## config.mk

```make
export PLATFORM = sky130hd
export DESIGN_NAME = eo_status_rpt
export DESIGN_NICKNAME = d
export VERILOG_FILES = /design/src/rtl/eo_pkg.sv /design/src/rtl/eo_timer.sv /design/src/rtl/eo_ctrl.sv /design/src/rtl/eo_status.sv /design/src/rtl/eo_status_rpt.sv
export SDC_FILE = /design/constraint.sdc
export NUM_CORES = 1
export LEC_CHECK = 0
export ABC_AREA = 1
export BUFFER_PORTS_ARGS = -buffer_cell sky130_fd_sc_hd__buf_2
export CAP_MARGIN = 20
export CORE_MARGIN = 8
export CORE_UTILIZATION = 35
export DETAILED_ROUTE_END_ITERATION = 10
export PLACE_DENSITY = 0.6
export SLEW_MARGIN = 40
export SYNTH_ARGS = -nofsm -noshare
export SYNTH_HDL_FRONTEND = slang
export SYNTH_SLANG_ARGS = --single-unit
```

## constraint.sdc

```tcl
create_clock -name clk_i -period 4.4 [get_ports clk_i]
set_input_delay 0.88 -clock clk_i [delete_from_list [all_inputs] [get_ports clk_i]]
set_output_delay 0.88 -clock clk_i [all_outputs]
set_load 0.01 [all_outputs]
```

## src/rtl/eo_pkg.sv

```systemverilog
package eo_pkg;
  typedef enum logic [2:0] {
    ST_IDLE  = 3'd0,
    ST_PROG  = 3'd1,
    ST_ERASE = 3'd2,
    ST_SPEND = 3'd3,  // suspend requested, latency running
    ST_SUSP  = 3'd4
  } eo_state_e;
endpackage

```

## src/rtl/eo_timer.sv

```systemverilog
module eo_timer #(
  parameter int CNT_W = 8
) (
  input  logic             clk_i,
  input  logic             rst_ni,
  input  logic             load_i,
  input  logic [CNT_W-1:0] load_val_i,
  input  logic             run_i,
  output logic             done_o
);
  logic [CNT_W-1:0] cnt_q;

  assign done_o = run_i && (cnt_q == '0);

  always_ff @(posedge clk_i or negedge rst_ni) begin
    if (!rst_ni)                    cnt_q <= '0;
    else if (load_i)                cnt_q <= load_val_i;
    else if (run_i && cnt_q != '0)  cnt_q <= cnt_q - 1'b1;
  end
endmodule

```

## src/rtl/eo_ctrl.sv

```systemverilog
module eo_ctrl
  import eo_pkg::*;
#(
  parameter int PROG_CYCLES  = 16,
  parameter int ERASE_CYCLES = 150,
  parameter int SUSP_LAT     = 4,
  parameter int CNT_W        = 8
) (
  input  logic             clk_i,
  input  logic             rst_ni,
  input  logic             start_i,
  input  logic             erase_i,
  input  logic             suspend_i,
  input  logic             resume_i,
  input  logic             done_i,
  output eo_state_e        state_o,
  output logic             load_o,
  output logic [CNT_W-1:0] load_val_o,
  output logic             run_o,
  output logic             ready_o
);
  localparam int LAT_W = (SUSP_LAT > 1) ? $clog2(SUSP_LAT) : 1;

  eo_state_e        st_q;
  logic [LAT_W-1:0] lat_q;

  assign state_o    = st_q;
  assign load_o     = (st_q == ST_IDLE) && start_i;
  assign load_val_o = erase_i ? CNT_W'(ERASE_CYCLES - 1) : CNT_W'(PROG_CYCLES - 1);
  assign run_o      = (st_q == ST_PROG) || (st_q == ST_ERASE) || (st_q == ST_SPEND);
  assign ready_o    = (st_q == ST_IDLE) || (st_q == ST_SUSP);

  always_ff @(posedge clk_i or negedge rst_ni) begin
    if (!rst_ni) begin
      st_q  <= ST_IDLE;
      lat_q <= '0;
    end else begin
      unique case (st_q)
        ST_IDLE:  if (start_i) st_q <= erase_i ? ST_ERASE : ST_PROG;
        ST_PROG:  if (done_i) st_q <= ST_IDLE;
        ST_ERASE: begin
          if (done_i) st_q <= ST_IDLE;
          else if (suspend_i) begin
            st_q  <= ST_SPEND;
            lat_q <= LAT_W'(SUSP_LAT - 1);
          end
        end
        ST_SPEND: begin
          // completion wins over a pending suspend
          if (done_i)             st_q  <= ST_IDLE;
          else if (lat_q == '0)   st_q  <= ST_SUSP;
          else                    lat_q <= lat_q - 1'b1;
        end
        ST_SUSP:  if (resume_i) st_q <= ST_ERASE;
        default:  st_q <= ST_IDLE;
      endcase
    end
  end
endmodule

```

## src/rtl/eo_status.sv

```systemverilog
module eo_status
  import eo_pkg::*;
#(
  parameter int DATA_W = 8,
  parameter int SECT_W = 4
) (
  input  logic              clk_i,
  input  logic              rst_ni,
  input  logic              load_i,
  input  eo_state_e         state_i,
  input  logic [DATA_W-1:0] pdata_i,
  input  logic [SECT_W-1:0] sect_i,
  input  logic              rd_i,
  input  logic [SECT_W-1:0] rd_sector_i,
  input  logic [DATA_W-1:0] array_data_i,
  output logic [DATA_W-1:0] rd_data_o
);
  localparam int POLL_B = DATA_W - 1;
  localparam int TOG_B  = DATA_W - 2;

  logic              tog_q;
  logic              busy_run;
  logic              stat_sel;
  logic [DATA_W-1:0] stat_w;
  logic [DATA_W-1:0] rd_q;

  assign busy_run = (state_i == ST_PROG) || (state_i == ST_ERASE) || (state_i == ST_SPEND);
  assign stat_sel = busy_run || ((state_i == ST_SUSP) && (rd_sector_i == sect_i));

  always_comb begin
    stat_w         = '0;
    stat_w[POLL_B] = (state_i == ST_PROG) ? ~pdata_i[POLL_B] : 1'b0;
    stat_w[TOG_B]  = tog_q;
  end

  always_ff @(posedge clk_i or negedge rst_ni) begin
    if (!rst_ni) begin
      tog_q <= 1'b0;
      rd_q  <= '0;
    end else begin
      if (load_i)                tog_q <= 1'b0;
      else if (rd_i && stat_sel) tog_q <= ~tog_q;
      if (rd_i) rd_q <= stat_sel ? stat_w : array_data_i;
    end
  end

  assign rd_data_o = rd_q;
endmodule

```

## src/rtl/eo_status_rpt.sv

```systemverilog
module eo_status_rpt
  import eo_pkg::*;
#(
  parameter int DATA_W       = 8,
  parameter int SECT_W       = 4,
  parameter int PROG_CYCLES  = 16,
  parameter int ERASE_CYCLES = 150,
  parameter int SUSP_LAT     = 4
) (
  input  logic              clk_i,
  input  logic              rst_ni,
  input  logic              start_i,
  input  logic              op_erase_i,
  input  logic [DATA_W-1:0] prog_data_i,
  input  logic [SECT_W-1:0] erase_sector_i,
  input  logic              suspend_i,
  input  logic              resume_i,
  input  logic              rd_i,
  input  logic [SECT_W-1:0] rd_sector_i,
  input  logic [DATA_W-1:0] array_data_i,
  output logic [DATA_W-1:0] rd_data_o,
  output logic              ready_o
);
  localparam int MAX_CYC = (PROG_CYCLES > ERASE_CYCLES) ? PROG_CYCLES : ERASE_CYCLES;
  localparam int CNT_W   = $clog2(MAX_CYC + 1);

  eo_state_e         state;
  logic              load;
  logic [CNT_W-1:0]  load_val;
  logic              run;
  logic              done;
  logic [DATA_W-1:0] pdata_q;
  logic [SECT_W-1:0] sect_q;

  always_ff @(posedge clk_i or negedge rst_ni) begin
    if (!rst_ni) begin
      pdata_q <= '0;
      sect_q  <= '0;
    end else if (load) begin
      pdata_q <= prog_data_i;
      sect_q  <= erase_sector_i;
    end
  end

  eo_ctrl #(
    .PROG_CYCLES (PROG_CYCLES),
    .ERASE_CYCLES(ERASE_CYCLES),
    .SUSP_LAT    (SUSP_LAT),
    .CNT_W       (CNT_W)
  ) u_ctrl (
    .clk_i     (clk_i),
    .rst_ni    (rst_ni),
    .start_i   (start_i),
    .erase_i   (op_erase_i),
    .suspend_i (suspend_i),
    .resume_i  (resume_i),
    .done_i    (done),
    .state_o   (state),
    .load_o    (load),
    .load_val_o(load_val),
    .run_o     (run),
    .ready_o   (ready_o)
  );

  eo_timer #(.CNT_W(CNT_W)) u_timer (
    .clk_i     (clk_i),
    .rst_ni    (rst_ni),
    .load_i    (load),
    .load_val_i(load_val),
    .run_i     (run),
    .done_o    (done)
  );

  eo_status #(.DATA_W(DATA_W), .SECT_W(SECT_W)) u_stat (
    .clk_i       (clk_i),
    .rst_ni      (rst_ni),
    .load_i      (load),
    .state_i     (state),
    .pdata_i     (pdata_q),
    .sect_i      (sect_q),
    .rd_i        (rd_i),
    .rd_sector_i (rd_sector_i),
    .array_data_i(array_data_i),
    .rd_data_o   (rd_data_o)
  );
endmodule

```

==> flow_summary.ini, run 1 <==
[power_and_ir_drop]
comb_power_share = 0.538
power_frac_clock = 0.115
power_frac_seq = 0.346
switchingPower_mw = 0.601
internal_power_mw = 0.680
pwr_density_cell_nw_per_um2 = 691
swShare = 0.469
vdd_drop_max_mv = 0.199
p_leak_nw = 0.999

[final_layout]
multi_input_area_um2 = 767
syn_to_final_growth_pct = 16.5
n_antenna_cell = 0
seq_area_um2 = 676
final_layout_size_suffix_gt1_frac = 0.249
fill_cells = 446
postLayoutCoreUtil = 0.426
final_nets = 279

[global_routing]
gr-total-overflow = 0
grt_pass1_vias = 1375
grt_max_degree = 28
antenna_found_initial = 0
grt_first_pass_wirelength_um = 6020
grtUsageTotal = 0.100

[clock_tree]
cts_setup_buffers = 0
ctsResizeCount = 0
path_clk_slew_ns = 0.10
hold_buffers = 0
numClockSinks = 27
cts_tree = done
clockBufferDepth = 2
htreeDepth = 1
clockRootBuffer = clkbuf_8
cts_buffers = 3
clk_latency_ns = 0.27

[synthesis]
netlist_top_cells_count = nand2_1 (72), dfrtp_1 (27), inv_1 (26)
synth_cells = 210
synth_area_um2 = 1590
synth_edf_count = 0
synth_warnings = 0
synth_most_common_cell = nand2_1
syn_avg_cell_area_um2 = 7.58
syn_nets = 243
ys_seq_area_frac = 0.425
synth_top_cell_by_area = dfrtp_1
ys_ff_latch = 27
yosys_most_used_dff = dfrtp_1
synth_top_area_share = 0.425
synth.area.top_cells = dfrtp_1 (42%), nand2_1 (17%), inv_1 (6.1%), nand3_1 (4.7%), nand2_4 (4.2%)
async_reset_ff_frac = 1.00
synth.distinct_cells = 27

[timing]
period_minus_slack_ns = 2.00
slew_headroom = 0.579
final_hold_viol_count = 0
worst_pin_slew_ns = 0.632
holdWs_ns = 0.484
slew_violations = 0
rsz0062_at_grt = false
setup_tns_ns = 0
fin_worst_skew_ns = 0.00366
setup_viol = 0
finalCritPeriodShare = 0.454
clock.fmax_ghz = 0.501

[worst_setup_path]
cp.arrival_ns = 1.12
worstSetupPathType = reg -> out
start_kind = register
cp-end-kind = output port
worstPathRequired_ns = 3.52
cp_max_fo = 5

[die]
num_rows = 24
die-area_um2 = 6960
initial_core_util = 0.366
ios = 40
core-area_um2 = 4350
die_x_um = 83.4
die_y_um = 83.4

[routing]
drc = 0
drtAntennaViolNets = 0
wl_per_cell_um = 11.3
viasPerCell = 4.54
vias = 1348
initialDrtViolationCount = 52
wirelength_um = 3360
firstDrtPassIters = 4

[hold_path]
hold_path.class = reg -> reg

[run_status]
status = finished, final reports clean

[place]
port_buffers = 32
routabilityCongestion = 0.809
dpl.hpwl_um = 2550

[flow_run]
cap_violations = 0
-- cell families (layout without fill, tap and decap cells) --
| kind of cell | Yosys count | count (layout) | synth area share |
|---|---|---|---|
| AOI/OAI and AO/OA | 20 | 20 | 0.0668 |
| xor gates and xnor gates | 2 | 2 | 0.0110 |
| adders and majority gates | 2 | 2 | 0.0157 |
| buffers and inverters | 35 | 70 | 0.0936 |
| DFF | 27 | 27 | 0.425 |
| and+or+nand+nor | 124 | 124 | 0.388 |
-- per-layer routing --
| layer | up-vias | global-route usage | wire length [um] |
|---|---|---|---|
| li1 | 718 | - | - |
| met1 | 602 | 0.125 | 1620 |
| met2 | 26 | 0.164 | 1500 |
| met3 | 2 | 0.0293 | 206 |
| met4 | 0 | 0.0235 | 22 |
| met5 | - | 0 | 0 |
-- registers in the layout, indices dropped and copies added, names as in the netlist --
name	count
pdata_q	1
sect_q	4
u_ctrl.lat_q	2
u_ctrl.state_o	3
u_stat.rd_data_o	8
u_stat.tog_q	1
u_timer.cnt_q	8
-- layout make-up --
type,instances,share of cell area
inverters,34,0.0742
clock inverters,1,0.00405
clock buffers,3,0.0223
flip-flops and latches,27,0.364
repair buffers,32,0.0864
well taps,52,0.0351
multi-input cells,148,0.414
-- path summary, 6_finish.rpt --
kind                                                 start                              end  slack [ns]  cells after the start
min in group asynchronous                           rst_ni            sect_q[1]$_DFFE_PN0P_        0.61                      1
max reg2reg                   u_timer.cnt_q[0]$_DFFE_PN0P_     u_timer.cnt_q[7]$_DFFE_PN0P_        2.80                     11
min                        u_stat.rd_data_o[2]$_DFFE_PN0P_  u_stat.rd_data_o[2]$_DFFE_PN0P_        0.48                      2
max                          u_ctrl.state_o[0]$_DFFE_PN0P_                          ready_o        2.40                      2
min reg2reg                u_stat.rd_data_o[2]$_DFFE_PN0P_  u_stat.rd_data_o[2]$_DFFE_PN0P_        0.48                      2
max in group asynchronous                           rst_ni     u_timer.cnt_q[7]$_DFFE_PN0P_        3.38                      1
-- through the flow --
stage / cell area (um^2) / setup WS [ns] / cells / power [mW]
floorplan: 1590 / 2.84 / 210 / 0.990
global placement: 1810 / 2.63 / 293 / 1.14
detailed placement: 1810 / 2.62 / 293 / 1.15
CTS: 1850 / 2.38 / 297 / 1.30
global route: 1850 / 2.33 / 297 / 1.42
finish: 1850 / 2.40 / 297 / 1.28
-- power groups by stage --
stage,Combinational [mW],Sequential [mW],Clock (mW)
global placement,0.690,0.445,0
finish,0.689,0.444,0.148
detailed placement,0.698,0.449,0
CTS,0.701,0.444,0.154
floorplan,0.542,0.448,0
global route,0.794,0.461,0.168
-- critical path, stage by stage (launching register included) --
cell and delay [ns]:
dfrtp_1 0.47, nor2_4 0.21, buf_2 0.16
-- placed cells by master (no fill, tap or decap), types with 3 or more instances in the layout --
cell type	synthesis	routed
inv_2	3	3
nor2_4	4	4
nand2_1	72	72
o21ai_0	10	10
inv_1	26	26
dfrtp_1	27	27
buf_2	0	32
nand3_1	15	15
clkbuf_8	0	3
o21ai_1	6	6
nand2_4	6	6
nor2_1	12	12
nand4_1	5	5
nor2_2	3	3
No activity file was read; power rests on OpenSTA's default activity.
==> run 2, diff against run 1 <==
- PLACE_DENSITY: 0.6 -> 0.63
- clock period: 4.4 -> 1.73 ns (I/O delays scaled with it)
==> flow_summary.ini, run 2 (same netlist as run 1, synthesis figures left out) <==
[routing]
viasPerCell = 4.57
drc = 0
drtAntennaViolNets = 0
vias = 1362
firstDrtPassIters = 4
wirelength_um = 3360
wl_per_cell_um = 11.3
initialDrtViolationCount = 45

[worst_setup_path]
crit_buf_inv = 2
worstPathRequired_ns = 1.92
start_kind = register
cp-end-kind = register
max_stage_delay_ns = 0.37
critPathTopFamily = simple AND/OR/NAND/NOR gates
worstSetupPathType = reg -> reg
worstPathCellList = inv_1 -> ha_1 -> nand2_1 -> nor2_4 -> inv_2 -> nand2_1 -> nor2_1 -> o21ai_0 -> o21ai_0
cp_max_fo = 6
cp.arrival_ns = 1.69
critPathSlowestCell = dfrtp_1

[clock_tree]
ctsResizeCount = 0
clockBufferDepth = 2
numClockSinks = 27
cts_setup_buffers = 0
hold_buffers = 0
htreeDepth = 1
clk_latency_ns = 0.27
path_clk_slew_ns = 0.09
cts_tree = done
clockRootBuffer = clkbuf_8
cts_buffers = 3

[power_and_ir_drop]
pwr_density_cell_nw_per_um2 = 1760
p_leak_nw = 1.01
power.total_mw = 3.27
vdd_drop_max_mv = 0.497

[place]
place_ws_ns = 0.231
dpl.hpwl_um = 2620
port_buffers = 32
routabilityCongestion = 0.844

[timing]
clock.fmax_ghz = 0.664
worst_pin_slew_ns = 0.632
rsz0062_at_grt = false
final_hold_viol_count = 0
setup_ws_ns = 0.224
slew_violations = 0
finalCritPeriodShare = 0.871
period_minus_slack_ns = 1.51
setup_tns_ns = 0
setup_viol = 0
fin_worst_skew_ns = 0.00475
holdWs_ns = 0.0834
slew_headroom = 0.579

[global_routing]
grtUsageTotal = 0.100
grt_first_pass_wirelength_um = 6050
grt_max_degree = 28
antenna_found_initial = 0
gr-total-overflow = 0
grt_pass1_vias = 1385

[run_status]
status = finished, final reports clean

[final_layout]
syn_to_final_growth_pct = 16.7
postLayoutCoreUtil = 0.427
final_nets = 280
n_antenna_cell = 0
final_cell_mix = nand2_1 (72), buf_2 (32), dfrtp_1 (27)
final_layout_size_suffix_gt1_frac = 0.248
final_common_cell = nand2_1

[die]
num_rows = 24
core-area_um2 = 4350
die_x_um = 83.4
die_y_um = 83.4
ios = 40
die-area_um2 = 6960
initial_core_util = 0.366

[hold_path]
hold_path.class = in -> async

[flow_run]
cap_violations = 0
==> run 2: path summary, 6_finish.rpt <==
check | startpoint | endpoint | slack, ns | depth (start not counted)
max in group asynchronous | rst_ni | u_timer.cnt_q[3]$_DFFE_PN0P_ | 1.23 | 1
hold reg to reg | u_timer.cnt_q[0]$_DFFE_PN0P_ | u_timer.cnt_q[0]$_DFFE_PN0P_ | 0.48 | 1
setup reg to reg | u_timer.cnt_q[0]$_DFFE_PN0P_ | u_ctrl.lat_q[0]$_DFFE_PN0P_ | 0.22 | 9
setup / recovery | u_timer.cnt_q[0]$_DFFE_PN0P_ | u_ctrl.lat_q[0]$_DFFE_PN0P_ | 0.22 | 9
min in group clk_i | array_data_i[4] | u_stat.rd_data_o[4]$_DFFE_PN0P_ | 0.27 | 3
hold / removal | rst_ni | sect_q[1]$_DFFE_PN0P_ | 0.08 | 1
==> run 2: stage by stage <==
stage,instance area [um^2],cells
2_1_floorplan,1590,210
3_3_place_gp,1810,294
3_5_place_dp,1810,294
4_1_cts,1860,298
5_1_grt,1860,298
6_report,1860,298
==> run 2: power breakdown <==
part / internal [mW] / switching, mW
clock: 0.165 / 0.194
combinational: 0.652 / 1.13
sequential: 0.925 / 0.203
total: 1.74 / 1.52
==> run 2: layer usage <==
layer	vias to the layer above	track usage	wire length, um
li1	727	-	-
met1	607	0.123	1660
met2	24	0.165	1500
met3	4	0.0254	163
met4	0	0.0377	44
met5	-	0	0
==> run 2: layout make-up <==
| cell class | instances | area (um^2) |
|---|---|---|
| sequential | 27 | 676 |
| inverter | 34 | 138 |
| multi-input combinational | 148 | 767 |
| clock buffer | 4 | 45.0 |
| tap | 52 | 65.1 |
| timing repair buffer | 33 | 168 |
| fill | 477 | 2500 |
==> run 3, diff against run 2 <==
- PLACE_DENSITY: 0.63 -> 0.61
- SYNTH_HIERARCHICAL: unset -> 1
==> flow_summary.ini, run 3 <==
[timing]
setup_tns_ns = 0
holdWs_ns = 0.0742
slew_headroom = 0.577
slew_violations = 0
setup_ws_ns = 0.221
period_minus_slack_ns = 1.51
finalCritPeriodShare = 0.872
final_hold_viol_count = 0
worst_pin_slew_ns = 0.634
clock.fmax_ghz = 0.663
rsz0062_at_grt = false
fin_worst_skew_ns = 0.00397
setup_viol = 0

[synthesis]
syn_avg_cell_area_um2 = 7.19
synth_cells = 237
synth_warnings = 6
synth_area_um2 = 1700

[final_layout]
fin_cells = 339
syn_to_final_growth_pct = 16.7
final_common_cell = nand2_1
final_layout_size_suffix_gt1_frac = 0.246
final_nets = 306
postLayoutCoreUtil = 0.421
final_cell_mix = nand2_1 (81), buf_2 (32), inv_1 (28)
n_antenna_cell = 0

[global_routing]
gr-total-overflow = 0
antenna_found_initial = 0
grtUsageTotal = 0.105
grt_first_pass_wirelength_um = 6430
grt_pass1_vias = 1500
grt_max_degree = 28

[worst_setup_path]
cp-end-kind = register
start_kind = register
critPathSlowestCell = dfrtp_1
crit_top_cell = inv_1
cp_max_fo = 4
worstSetupPathType = reg -> reg
worstPathCellList = inv_1 -> ha_1 -> nand2_2 -> nor3_2 -> inv_1 -> nand4_1 -> o21ai_0 -> inv_1 -> nand2_1
cp.arrival_ns = 1.69
max_stage_delay_ns = 0.39
rrSetupSlack_ns = 0.22
worstPathRequired_ns = 1.92

[place]
port_buffers = 32
dp.cells = 335
routabilityCongestion = 0.830
place_ws_ns = 0.172
dpl.hpwl_um = 2760

[power_and_ir_drop]
power_frac_clock = 0.111
internal_power_mw = 1.88
pwr_density_cell_nw_per_um2 = 1780
comb_power_share = 0.573
power_frac_seq = 0.316
vdd_drop_max_mv = 0.521
switchingPower_mw = 1.66
swShare = 0.468
p_leak_nw = 1.07

[clock_tree]
path_clk_slew_ns = 0.11
clk_latency_ns = 0.28
clockRootBuffer = clkbuf_8
cts_tree = done
cts_buffers = 3
cts_setup_buffers = 0
htreeDepth = 1
hold_buffers = 0
ctsResizeCount = 0
clockBufferDepth = 2
numClockSinks = 27

[routing]
drtAntennaViolNets = 0
viasPerCell = 4.47
wirelength_um = 3640
vias = 1516
initialDrtViolationCount = 40
drc = 0
firstDrtPassIters = 4
wl_per_cell_um = 10.7

[hold_path]
hold_path.class = in -> async

[die]
die_x_um = 85.8
core-area_um2 = 4720
num_rows = 25
ios = 40
die-area_um2 = 7360
initial_core_util = 0.361
die_y_um = 85.8

[run_status]
status = finished, final reports clean

[flow_run]
cap_violations = 0
## run 3: layout make-up
class / count / area [um^2]
Fill cell: 511 / 2740
Multi-Input combinational cell: 171 / 842
Sequential cell: 27 / 676
Timing Repair Buffer: 41 / 228
Inverter: 29 / 109
Tap cell: 67 / 83.8
Clock buffer: 3 / 41.3
Clock inverter: 1 / 8.76
## run 3: worst paths after layout
kind | startpoint | endpoint | cells past startpoint
worst min-delay path | rst_ni | u_stat/rd_data_o[4]$_DFFE_PN0P_ | 1
worst max-delay path | u_timer/cnt_q[1]$_DFFE_PN0P_ | u_ctrl/state_o[0]$_DFFE_PN0P_ | 9
worst max register to register | u_timer/cnt_q[1]$_DFFE_PN0P_ | u_ctrl/state_o[0]$_DFFE_PN0P_ | 9
worst min register to register | u_stat/rd_data_o[4]$_DFFE_PN0P_ | u_stat/rd_data_o[4]$_DFFE_PN0P_ | 2
min in group clk_i | erase_sector_i[3] | sect_q[3]$_DFFE_PN0P_ | 3
max in group asynchronous | rst_ni | pdata_q[7]$_DFFE_PN0P_ | 1
## run 3: power by group through the flow
stage | clock (mW) | combinational [mW] | sequential, mW
5_1_grt | 0.432 | 2.36 | 1.16
2_1_floorplan | 0 | 1.47 | 1.16
3_5_place_dp | 0 | 2.04 | 1.13
3_3_place_gp | 0 | 2.01 | 1.12
6_report | 0.394 | 2.03 | 1.12
4_1_cts | 0.411 | 2.04 | 1.12
## run 3: metal layers
layer | vias up | track usage | wire (um)
met3 | 2 | 0.0258 | 227
li1 | 798 | - | -
met5 | - | 0 | 0
met4 | 0 | 0.0334 | 19
met1 | 685 | 0.132 | 1710
met2 | 31 | 0.170 | 1680
## run 3: metrics by stage
step	total power, mW	area [um^2]
CTS	3.57	1980
floorplan	2.63	1710
global placement	3.13	1930
global route	3.95	1990
finish	3.54	1990
detailed placement	3.17	1930
## run 3: worst max-delay path: cells and delay by family, from the launching register on
kind,cells,cell delay [ns]
and+or+nand+nor,4,0.47
buffers and inverters,3,0.26
AOI/OAI and AO/OA,1,0.10
adders and majority gates,1,0.19
DFF,1,0.39
